## src/rtl/lcd_scan_pkg.sv

```systemverilog
package lcd_scan_pkg;

  localparam int unsigned COM_N = 4;

  typedef struct packed {
    logic       lcd_on;
    logic       boost;
    logic [1:0] duty;
    logic [1:0] div_sel;
  } lcd_cfg_t;

  // Base cycles per common slot for a divide code.
  function automatic int unsigned slot_len(input logic [1:0] div_sel,
                                           input int unsigned base_log2);
    return 32'd1 << (base_log2 + int'(div_sel));
  endfunction

  // Number of commons scanned per frame for a duty code (4,3,2,1).
  function automatic logic [2:0] coms_in_frame(input logic [1:0] duty);
    return 3'd4 - {1'b0, duty};
  endfunction

  // Commons 3..1 handed over to segment duty.
  function automatic logic [2:0] seg_takeover(input logic [1:0] duty);
    logic [2:0] m;
    case (duty)
      2'd0:    m = 3'b000;
      2'd1:    m = 3'b100;
      2'd2:    m = 3'b110;
      default: m = 3'b111;
    endcase
    return m;
  endfunction

endpackage

```

## src/rtl/lcd_cfg_reg.sv

```systemverilog
module lcd_cfg_reg
  import lcd_scan_pkg::*;
(
  input  logic       clk,
  input  logic       rst_n,
  input  logic       wr_en,
  input  logic [5:0] wr_data,
  output lcd_cfg_t   cfg,
  output logic       timing_chg
);

  always_ff @(posedge clk or negedge rst_n) begin
    if (!rst_n)     cfg <= '0;
    else if (wr_en) cfg <= lcd_cfg_t'(wr_data);
  end

  // Duty or divide field differs from the stored value.
  assign timing_chg = wr_en && (wr_data[3:0] != {cfg.duty, cfg.div_sel});

endmodule

```

## src/rtl/lcd_prescaler.sv

```systemverilog
module lcd_prescaler
  import lcd_scan_pkg::*;
#(
  parameter int unsigned BASE_LOG2 = 5,
  localparam int unsigned PRE_W    = BASE_LOG2 + 3
) (
  input  logic       clk,
  input  logic       rst_n,
  input  logic       run,
  input  logic [1:0] div_sel,
  output logic       tick,
  output logic       cnt_zero
);

  logic [PRE_W-1:0] cnt;
  logic [PRE_W-1:0] limit;

  assign limit    = PRE_W'(slot_len(div_sel, BASE_LOG2) - 1);
  // ">=" covers a count left beyond a freshly shortened slot.
  assign tick     = run && (cnt >= limit);
  assign cnt_zero = (cnt == '0);

  always_ff @(posedge clk or negedge rst_n) begin
    if (!rst_n)    cnt <= '0;
    else if (!run) cnt <= '0;
    else if (tick) cnt <= '0;
    else           cnt <= cnt + 1'b1;
  end

endmodule

```

## src/rtl/lcd_com_scan.sv

```systemverilog
module lcd_com_scan
  import lcd_scan_pkg::*;
(
  input  logic             clk,
  input  logic             rst_n,
  input  logic             run,
  input  logic             tick,
  input  logic             timing_chg,
  input  logic [1:0]       duty,
  output logic [COM_N-1:0] com_act,
  output logic             idx_zero,
  output logic             restart_pend
);

  logic [1:0] idx;
  logic [2:0] idx_inc;
  logic       wrap;

  assign idx_inc  = {1'b0, idx} + 3'd1;
  assign wrap     = restart_pend || (idx_inc >= coms_in_frame(duty));
  assign idx_zero = (idx == 2'd0);

  always_ff @(posedge clk or negedge rst_n) begin
    if (!rst_n)          restart_pend <= 1'b0;
    else if (!run)       restart_pend <= 1'b0;
    else if (timing_chg) restart_pend <= 1'b1;
    else if (tick)       restart_pend <= 1'b0;
  end

  always_ff @(posedge clk or negedge rst_n) begin
    if (!rst_n)    idx <= '0;
    else if (!run) idx <= '0;
    else if (tick) idx <= wrap ? 2'd0 : idx_inc[1:0];
  end

  for (genvar i = 0; i < COM_N; i++) begin : g_com
    assign com_act[i] = run && (idx == 2'(i));
  end

endmodule

```

## src/rtl/lcd_scan_gen.sv

```systemverilog
module lcd_scan_gen
  import lcd_scan_pkg::*;
#(
  parameter int unsigned BASE_LOG2 = 5
) (
  input  logic       clk,
  input  logic       rst_n,
  input  logic       cfg_wr,
  input  logic [7:0] cfg_wdata,
  output logic [7:0] cfg_rdata,
  output logic [3:0] com_act,
  output logic       frame_start,
  output logic [2:0] com_seg_flag,
  output logic       boost_en
);

  lcd_cfg_t cfg;
  logic     timing_chg;
  logic     run;
  logic     tick;
  logic     pre_zero;
  logic     idx_zero;
  logic     restart_pend;

  lcd_cfg_reg u_reg (
    .clk        (clk),
    .rst_n      (rst_n),
    .wr_en      (cfg_wr),
    .wr_data    (cfg_wdata[5:0]),
    .cfg        (cfg),
    .timing_chg (timing_chg)
  );

  assign run = cfg.lcd_on;

  lcd_prescaler #(.BASE_LOG2(BASE_LOG2)) u_pre (
    .clk      (clk),
    .rst_n    (rst_n),
    .run      (run),
    .div_sel  (cfg.div_sel),
    .tick     (tick),
    .cnt_zero (pre_zero)
  );

  lcd_com_scan u_scan (
    .clk          (clk),
    .rst_n        (rst_n),
    .run          (run),
    .tick         (tick),
    .timing_chg   (timing_chg),
    .duty         (cfg.duty),
    .com_act      (com_act),
    .idx_zero     (idx_zero),
    .restart_pend (restart_pend)
  );

  assign frame_start  = run && idx_zero && pre_zero;
  assign com_seg_flag = seg_takeover(cfg.duty);
  assign boost_en     = cfg.boost;
  assign cfg_rdata    = {2'b00, cfg};

endmodule

```

## config.mk

```make
export PLATFORM = sky130hd
export DESIGN_NAME = lcd_scan_gen
export DESIGN_NICKNAME = d
export VERILOG_FILES = /design/src/rtl/lcd_scan_pkg.sv /design/src/rtl/lcd_cfg_reg.sv /design/src/rtl/lcd_prescaler.sv /design/src/rtl/lcd_com_scan.sv /design/src/rtl/lcd_scan_gen.sv
export SDC_FILE = /design/constraint.sdc
export NUM_CORES = 1
export LEC_CHECK = 0
export ABC_CLOCK_PERIOD_IN_PS = 4400
export BUFFER_PORTS_ARGS = -buffer_cell sky130_fd_sc_hd__buf_2
export CORE_MARGIN = 5
export CORE_UTILIZATION = 30
export CTS_BUF_LIST = sky130_fd_sc_hd__clkbuf_4 sky130_fd_sc_hd__clkbuf_8 sky130_fd_sc_hd__clkbuf_16
export CTS_CLUSTER_SIZE = 8
export DETAILED_ROUTE_END_ITERATION = 8
export HOLD_SLACK_MARGIN = 0.1
export MAX_ROUTING_LAYER = met4
export SYNTH_ARGS = -nofsm -noshare
export SYNTH_HDL_FRONTEND = slang
export SYNTH_HIERARCHICAL = 1
export SYNTH_SLANG_ARGS = --single-unit
```

## constraint.sdc

```tcl
create_clock -name clk -period 4.4 [get_ports clk]
set_input_delay 0.88 -clock clk [delete_from_list [all_inputs] [get_ports clk]]
set_output_delay 0.88 -clock clk [all_outputs]
set_load 0.05 [all_outputs]
```

==> results by group, run 1 <==
Synth
  – Post-synthesis cell count: 117
  – Sequential fraction of the synthesis area: 0.365
  – Mapped cell area: 1170 sq um
  – Syn Area/Cell: 9.97 sq um
  – Synth unique cells: 36
  – Synth Warn #: 6
  – Yosys reg bits: 17
  – Largest cells by area after synthesis: dfrtp_1 36%, ha_1 17%, mux2_2 5.8%, xor2_1 4.5%, inv_1 3.2%
  – Area fraction of the dominant cell type after synthesis: 0.365
  – Yosys top cell by area: dfrtp_1

Drt
  – Wire per inst: 12.1 microns
  – Post-route ant nets: 0
  – Via count: 894
  – Drt first pass iters: 4
  – Initial DRC count: 36
  – Via density: 4.76
  – Drt drc: 0
  – WL final: 2270 microns

Placement
  – DP Cell Count: 184
  – GPL Wtd Cong: 0.781
  – I/O Buffers: 23
  – Placed inst area: 1310 sq um
  – DP HPWL: 1770 microns

Clock tree
  – CTS resizes: 0
  – Post-CTS setup buffers: 0
  – Clk Latency, worst-skew pair: 250 ps
  – Post-CTS Hold Fix Bufs: 0
  – Clock Path Buffers: 2
  – Clock Tree Root: clkbuf_8
  – Htree depth: 1
  – Worst-path clk slew: 70 ps
  – CTS tree: done
  – CTS buffer count: 3
  – Clock Sinks: 17

Floorplan
  – Die area: 5230 sq um
  – Initial core utilization: 0.314
  – Core Area: 3720 sq um
  – DIE WIDTH: 72.3 microns
  – Row cnt: 22
  – Die span in y: 72.3 microns
  – I/O pins: 28

Timing
  – Slew headroom: 0.499
  – Final setup fails: 0
  – Final worst path period share: 0.642
  – Least-Margin Pin Slew: 748 ps
  – Final Hold Viols: 0
  – Setup_tns: 0 ps
  – RSZ-0062 raised after global routing: no
  – Final worst path period need: 2830 ps
  – Max Clock Skew: 0.657 ps
  – Fmax: 354 MHz
  – Hold slack final: 525 ps
  – Slew Viols, Final: 0

Global route
  – Gr ovfl total: 0
  – Vias in the first global route: 915
  – First-pass GRT wire length: 4030 microns
  – Gr usage total: 0.0976
  – Largest net degree at the start of global routing: 18
  – Initial antenna violation count: 0

Pwr
  – Sw Share: 0.358
  – Total Power: 0.415 mW
  – PwrDens: 306 nW/um^2
  – Static leakage power: 0.650 nW
  – Clock power share: 0.278
  – Int Pwr: 0.266 mW
  – Psw: 0.149 mW
  – Worst VDD drop: 0.157 mV
  – Combinational Power Share: 0.280
  – Reg power frac: 0.443

Cells and area
  – Final net count: 168
  – Non-filler cells, final: 188
  – Post-route cell area: 1360 sq um
  – Area Growth Syn to Fin: 16.5%
  – Ratio of cells with drive above 1 in the final layout: 0.271
  – # diodes: 0

Worst hold path
  – Tightest Hold Check Type: reg -> reg

Worst setup path
  – WP data arrival: 1950 ps
  – Startpoint Class: flop
  – Crit path required time: 3520 ps
  – Worst Path Max Fanout: 5
  – CP Buf/Inv Count: 2
  – CP delay by family, top: simple AND/OR/NAND/NOR gates
  – Crit-path cells: inv_1, ha_1, or4b_1, nor4_1, and3_1, buf_2
  – Worst Setup Path Type: reg -> out
  – Crit path largest cell delay: 430 ps
  – Critical path endpoint category: primary output
  – Critical-path top delay cell: dfrtp_1

Run status
  – Status: complete, no violations

Flow run
  – Max_cap viols: 0
==> worst register-to-register path: stages (launching register included) <==
cell and delay [ps]:
dfrtp_1 440, nand2_1 90, ha_1 320, nand4_1 110, a21oi_2 370, o21a_1 290
nand3_1 100, o22ai_1 170
==> registers in the layout, indices dropped and copies added, names as in the netlist <==
name                 count
u_scan/restart_pend      1
u_reg/cfg                6
u_scan/idx               2
u_pre/cnt                8
==> routing by layer <==
layer	GRT usage	vias up	routed length, microns	part of all wire
met3	0.0319	2	172	0.076
li1	-	445	-	-
met4	0.0146	0	8	0.0035
met1	0.107	424	980	0.43
met5	-	-	0	0
met2	0.174	23	1110	0.49
==> synthesized netlist by cell type <==
master,number
a211oi_1,2
a211oi_2,2
a21oi_1,2
a21oi_2,1
and2_1,4
and2_2,1
and3_1,1
buf_2,1
buf_4,3
clkbuf_1,1
clkbuf_2,1
conb_1,2
dfrtp_1,17
ha_1,16
inv_1,10
mux2_2,6
nand2_1,7
nand3_1,4
nand3_2,1
nand4_1,2
nor2_1,1
nor2b_1,2
nor3_1,4
nor3b_1,1
nor4_1,1
o211ai_1,2
o21a_1,2
o21ai_0,4
o21ai_1,1
o22ai_1,2
o41a_1,1
or2_1,1
or3_1,3
or4b_1,1
xnor2_1,1
xor2_1,6
==> power by group through the flow <==
stage / logic, mW / registers, mW / clock network (mW)
global route: 0.127 / 0.187 / 0.131
finish: 0.116 / 0.184 / 0.115
global placement: 0.115 / 0.186 / 0
detailed placement: 0.118 / 0.188 / 0
floorplan: 0.0731 / 0.203 / 0
CTS: 0.118 / 0.185 / 0.122
==> cell families after synthesis <==
family | count (synthesis) | synth area share
multiplexers | 6 | 0.0579
adder cells (fa/ha/maj) | 16 | 0.172
AO/OA/AOI/OAI | 19 | 0.118
flip-flops | 17 | 0.365
AND/OR/NAND/NOR | 34 | 0.165
buffers and inverters | 16 | 0.0633
XOR/XNOR | 7 | 0.0526
other | 2 | 0.00644
==> through the flow <==
stage	worst slack, ps	utilization
finish	1570	0.366
global route	1410	0.366
CTS	1520	0.366
detailed placement	1800	0.353
global placement	1820	0.353
floorplan	1890	-
==> cell type report <==
cell class | instances | area [sq um]
well taps | 48 | 60.1
inverters | 10 | 37.5
clock buffers | 3 | 41.3
clock inverters | 1 | 5.00
fillers | 375 | 2360
multi-input cells | 86 | 674
flip-flops and latches | 17 | 425
repair buffers | 23 | 115
==> layout by cell type, fill, tap and decap left out, drive strengths merged <==
master,count
nand4,2
o41a,1
and3,1
nand2,7
ha,16
o211ai,2
or4b,1
mux2,6
a211oi,4
nor2,1
clkbuf,3
clkinv,1
inv,10
o21a,2
xor2,6
nor4,1
dfrtp,17
conb,4
or3,3
a21oi,3
buf,23
o22ai,2
and2,5
nor2b,2
or2,1
nor3b,1
o21ai,5
nor3,4
xnor2,1
nand3,5
==> worst paths after layout <==
kind / slack [ps] / end / depth (start not counted) / start
worst min register to register: 530 / u_reg/cfg[4]$_DFFE_PN0P_ / 1 / u_reg/cfg[4]$_DFFE_PN0P_
max in group asynchronous: 3590 / u_reg/cfg[1]$_DFFE_PN0P_ / 1 / rst_n
min in group asynchronous: 540 / u_reg/cfg[0]$_DFFE_PN0P_ / 1 / rst_n
worst min-delay path: 530 / u_reg/cfg[4]$_DFFE_PN0P_ / 1 / u_reg/cfg[4]$_DFFE_PN0P_
worst max-delay path: 1570 / frame_start / 6 / u_pre/cnt[0]$_DFF_PN0_
worst max register to register: 2430 / u_scan/idx[1]$_DFFE_PN0P_ / 7 / u_reg/cfg[1]$_DFFE_PN0P_
Power figures use the tool's default switching activity.
==> run 2, diff against run 1 <==
ABC_AREA = 1   (was unset)
ABC_CLOCK_PERIOD_IN_PS = 2800   (was 4400)
clock period = 2.8 ns   (was 4.4 ns; I/O delays follow)
==> run 2 against run 1 <==
Sequential share of layout area decreased by 2.4 points. Clock power rose by 76%. Critical endpoint unchanged. Largest power group unchanged. Largest cell class unchanged. Highest routed layer unchanged. Global-route usage rose by 0.48 points.
==> results by group, run 2 <==
Run status
  – Status: complete, no violations

Worst setup path
  – Critical path destination: frame_start
  – Critical path endpoint category: primary output
  – Crit path required time: 2240 ps (-1280 ps)
  – Reg-to-Reg Start: u_reg/cfg[0]$_DFFE_PN0P_
  – R2R depth: 10 (+3)
  – WP data arrival: 1670 ps (-280 ps)
  – Worst path most repeated cell: inv_1
  – R2R setup slack: 1070 ps (-1360 ps)
  – Worst Setup Path Type: reg -> out
  – Startpoint Class: flop
  – FF-to-FF End: u_scan/idx[0]$_DFFE_PN0P_
  – Worst Path Max Fanout: 5 (unchanged)
  – Crit path largest cell delay: 440 ps (about the same)
  – Crit-path cells: inv_1, ha_1, nand3_1, nor4_1, inv_1, nor2_1, buf_2
  – Critical-path top delay cell: dfrtp_1
  – Worst setup path startpoint: u_pre/cnt[0]$_DFF_PN0_

Clock tree
  – Clock Sinks: 17 (unchanged)
  – Post-CTS setup buffers: 0 (unchanged)
  – Worst-path clk slew: 70 ps (about the same)
  – Clk Latency, worst-skew pair: 260 ps (about the same)
  – Clock Tree Root: clkbuf_8
  – Clock Path Buffers: 2 (unchanged)
  – CTS resizes: 0 (unchanged)
  – Post-CTS Hold Fix Bufs: 0 (unchanged)
  – Htree depth: 1 (unchanged)
  – CTS buffer count: 3 (unchanged)
  – CTS tree: done

Global route
  – Gr usage total: 0.102 (+0.00479)
  – Initial antenna violation count: 0 (unchanged)
  – First-pass GRT wire length: 4400 microns (+9.3%)
  – Largest net degree at the start of global routing: 18 (unchanged)
  – Gr ovfl total: 0 (unchanged)
  – Vias in the first global route: 1047 (+14%)

Synth
  – Post-synth top cells: 57 x nand2_1, 33 x inv_1, 18 x nor2_1
  – Sequential fraction of the synthesis area: 0.334 (-0.0305)
  – Top-count cell post-synth: nand2_1
  – Ys async rst share: 1.00 (unchanged)
  – Post-synth EDFFs: 0 (unchanged)
  – Yosys top cell by area: dfrtp_1
  – Largest cells by area after synthesis: dfrtp_1 33%, nand2_1 17%, ha_1 16%, inv_1 9.7%, nor2_1 5.3%
  – Mapped cell area: 1270 sq um (+9.1%)
  – Ys flop type: dfrtp_1
  – Post-synthesis cell count: 181 (+55%)
  – Syn Area/Cell: 7.03 sq um (-29%)
  – Synth Warn #: 6 (unchanged)
  – Synth unique cells: 25 (-31%)
  – Yosys reg bits: 17 (unchanged)
  – Area fraction of the dominant cell type after synthesis: 0.334 (-0.0305)

Cells and area
  – Ratio of cells with drive above 1 in the final layout: 0.176 (-0.0958)
  – Non-filler cells, final: 255 (+36%)
  – Area Growth Syn to Fin: 15.7%
  – Finished Core Util: 0.363 (-0.00272)
  – Most common cell after layout, fill and taps aside: nand2_1
  – Post-route cell area: 1470 sq um (+8.4%)
  – Final net count: 233 (+39%)
  – Largest regs: u_pre/cnt x8, u_reg/cfg x6, u_scan/idx x2
  – Max reg flops: 8 (unchanged)
  – Fill cell count: 441 (+18%)
  – Most frequent cells in the layout: 57 x nand2_1, 33 x inv_1, 23 x buf_2
  – Sequential cell area: 425 sq um (unchanged)
  – Area of the multi-input gates: 693 sq um (+2.8%)
  – # diodes: 0 (unchanged)
  – Most flops, register: u_pre/cnt

Placement
  – DP Cell Count: 251 (+36%)
  – DP HPWL: 1860 microns (+5.4%)
  – GPL Wtd Cong: 0.773 (-1.0%)
  – Worst slack, placed: 837 ps (-963 ps)
  – Placed inst area: 1420 sq um (+8.5%)
  – I/O Buffers: 23 (unchanged)

Floorplan
  – I/O pins: 28 (unchanged)
  – Core Area: 4060 sq um (+9.2%)
  – Die area: 5640 sq um (+7.8%)
  – Initial core utilization: 0.314 (about the same)
  – Die span in y: 75.1 microns (+3.8%)
  – DIE WIDTH: 75.1 microns (+3.8%)
  – Row cnt: 23 (+4.5%)

Timing
  – Final Hold Viols: 0 (unchanged)
  – Least-Margin Pin Slew: 522 ps (-226 ps)
  – Slew Viols, Final: 0 (unchanged)
  – Fmax: 448 MHz
  – Max Clock Skew: 3.48 ps (+2.82 ps)
  – Final setup fails: 0 (unchanged)
  – Final worst path period share: 0.797
  – Final worst path period need: 2230 ps
  – Hold slack final: 220 ps (-305 ps)
  – Setup_tns: 0 ps (unchanged)
  – Slew headroom: 0.652 (+0.153)
  – Final WS setup: 569 ps (-1000 ps)
  – RSZ-0062 raised after global routing: no

Pwr
  – Static leakage power: 0.886 nW (+36%)
  – Worst VDD drop: 0.259 mV (+65%)
  – PwrDens: 438 nW/um^2 (+43%)
  – Total Power: 0.645 mW (+55%)

Drt
  – Drt drc: 0 (unchanged)
  – Via density: 4.27 (-10%)
  – Drt first pass iters: 4 (unchanged)
  – Post-route ant nets: 0 (unchanged)
  – Via count: 1090 (+22%)
  – Wire per inst: 9.64 microns (-20%)
  – Max Used Layer: met4
  – Wire length on met2: 1060 microns (-3.9%)
  – Initial DRC count: 28 (-22%)
  – Met3 wire len: 142 microns (-17%)
  – WL final: 2460 microns (+8.4%)
  – M1 WL: 1240 microns (+26%)

Worst hold path
  – Tightest Hold Check Type: in -> async

Flow run
  – Max_cap viols: 0 (unchanged)
## run 2: cell types whose count changed in the layout (fill, tap and decap cells not counted), sizes merged, moves of 3 or more
cell / previous run / this run
mux2: 6 / 0
and2: 5 / 0
xor2: 6 / 2
a211oi: 4 / 0
nor2: 1 / 21
nand2: 7 / 58
nand3: 5 / 8
inv: 10 / 34
or3: 3 / 0
## run 2: logic make-up (layout without fill, tap and decap cells)
kind of cell / Yosys count / after routing / share of synthesized area
XOR/XNOR: 2 / 2 / 0.0138
AO/OA/AOI/OAI: 10 / 10 / 0.0452
AND/OR/NAND/NOR: 95 / 95 / 0.317
other: 2 / 4 / 0.00590
flip-flops: 17 / 17 / 0.334
buffers and inverters: 39 / 61 / 0.127
adder cells (fa/ha/maj): 16 / 16 / 0.157
## run 2: area by class of cell
cell class	instances	share of cell area
well taps	50	0.0425
repair buffers	23	0.0782
flip-flops and latches	17	0.289
clock buffers	4	0.0331
inverters	34	0.0867
multi-input cells	127	0.471
## run 2: how the worst min path moves through the flow
stage	startpoint	to	slack, ps	cells past startpoint
final	rst_n	u_pre/cnt[4]$_DFF_PN0_	220	1
after global routing	rst_n	u_pre/cnt[3]$_DFF_PN0_	250	1
after CTS	rst_n	u_pre/cnt[5]$_DFF_PN0_	240	1
after detailed placement	u_scan/restart_pend$_DFFE_PN0P_	u_scan/restart_pend$_DFFE_PN0P_	480	2
after global placement	u_reg/cfg[4]$_DFFE_PN0P_	u_reg/cfg[4]$_DFFE_PN0P_	480	2
after floorplan	rst_n	u_pre/cnt[0]$_DFF_PN0_	260	0
## run 2: worst max-delay path, delay by kind of cell (launching register included)
kind	cells	cell delay, ps
AND/OR/NAND/NOR	3	380
buffers and inverters	3	430
adder cells (fa/ha/maj)	1	160
flip-flops	1	440
## run 2: layer usage
| metal | track usage | up-vias |
|---|---|---|
| met5 | - | - |
| met4 | 0.0237 | 0 |
| met3 | 0.0334 | 3 |
| li1 | - | 586 |
| met1 | 0.127 | 477 |
| met2 | 0.162 | 24 |
## run 2: power breakdown
| group | switching [mW] | internal [mW] | total (mW) |
|---|---|---|---|
| Combinational | 0.119 | 0.0434 | 0.163 |
| Clock | 0.0909 | 0.111 | 0.202 |
| Sequential | 0.0223 | 0.259 | 0.281 |
| Total | 0.232 | 0.413 | 0.645 |
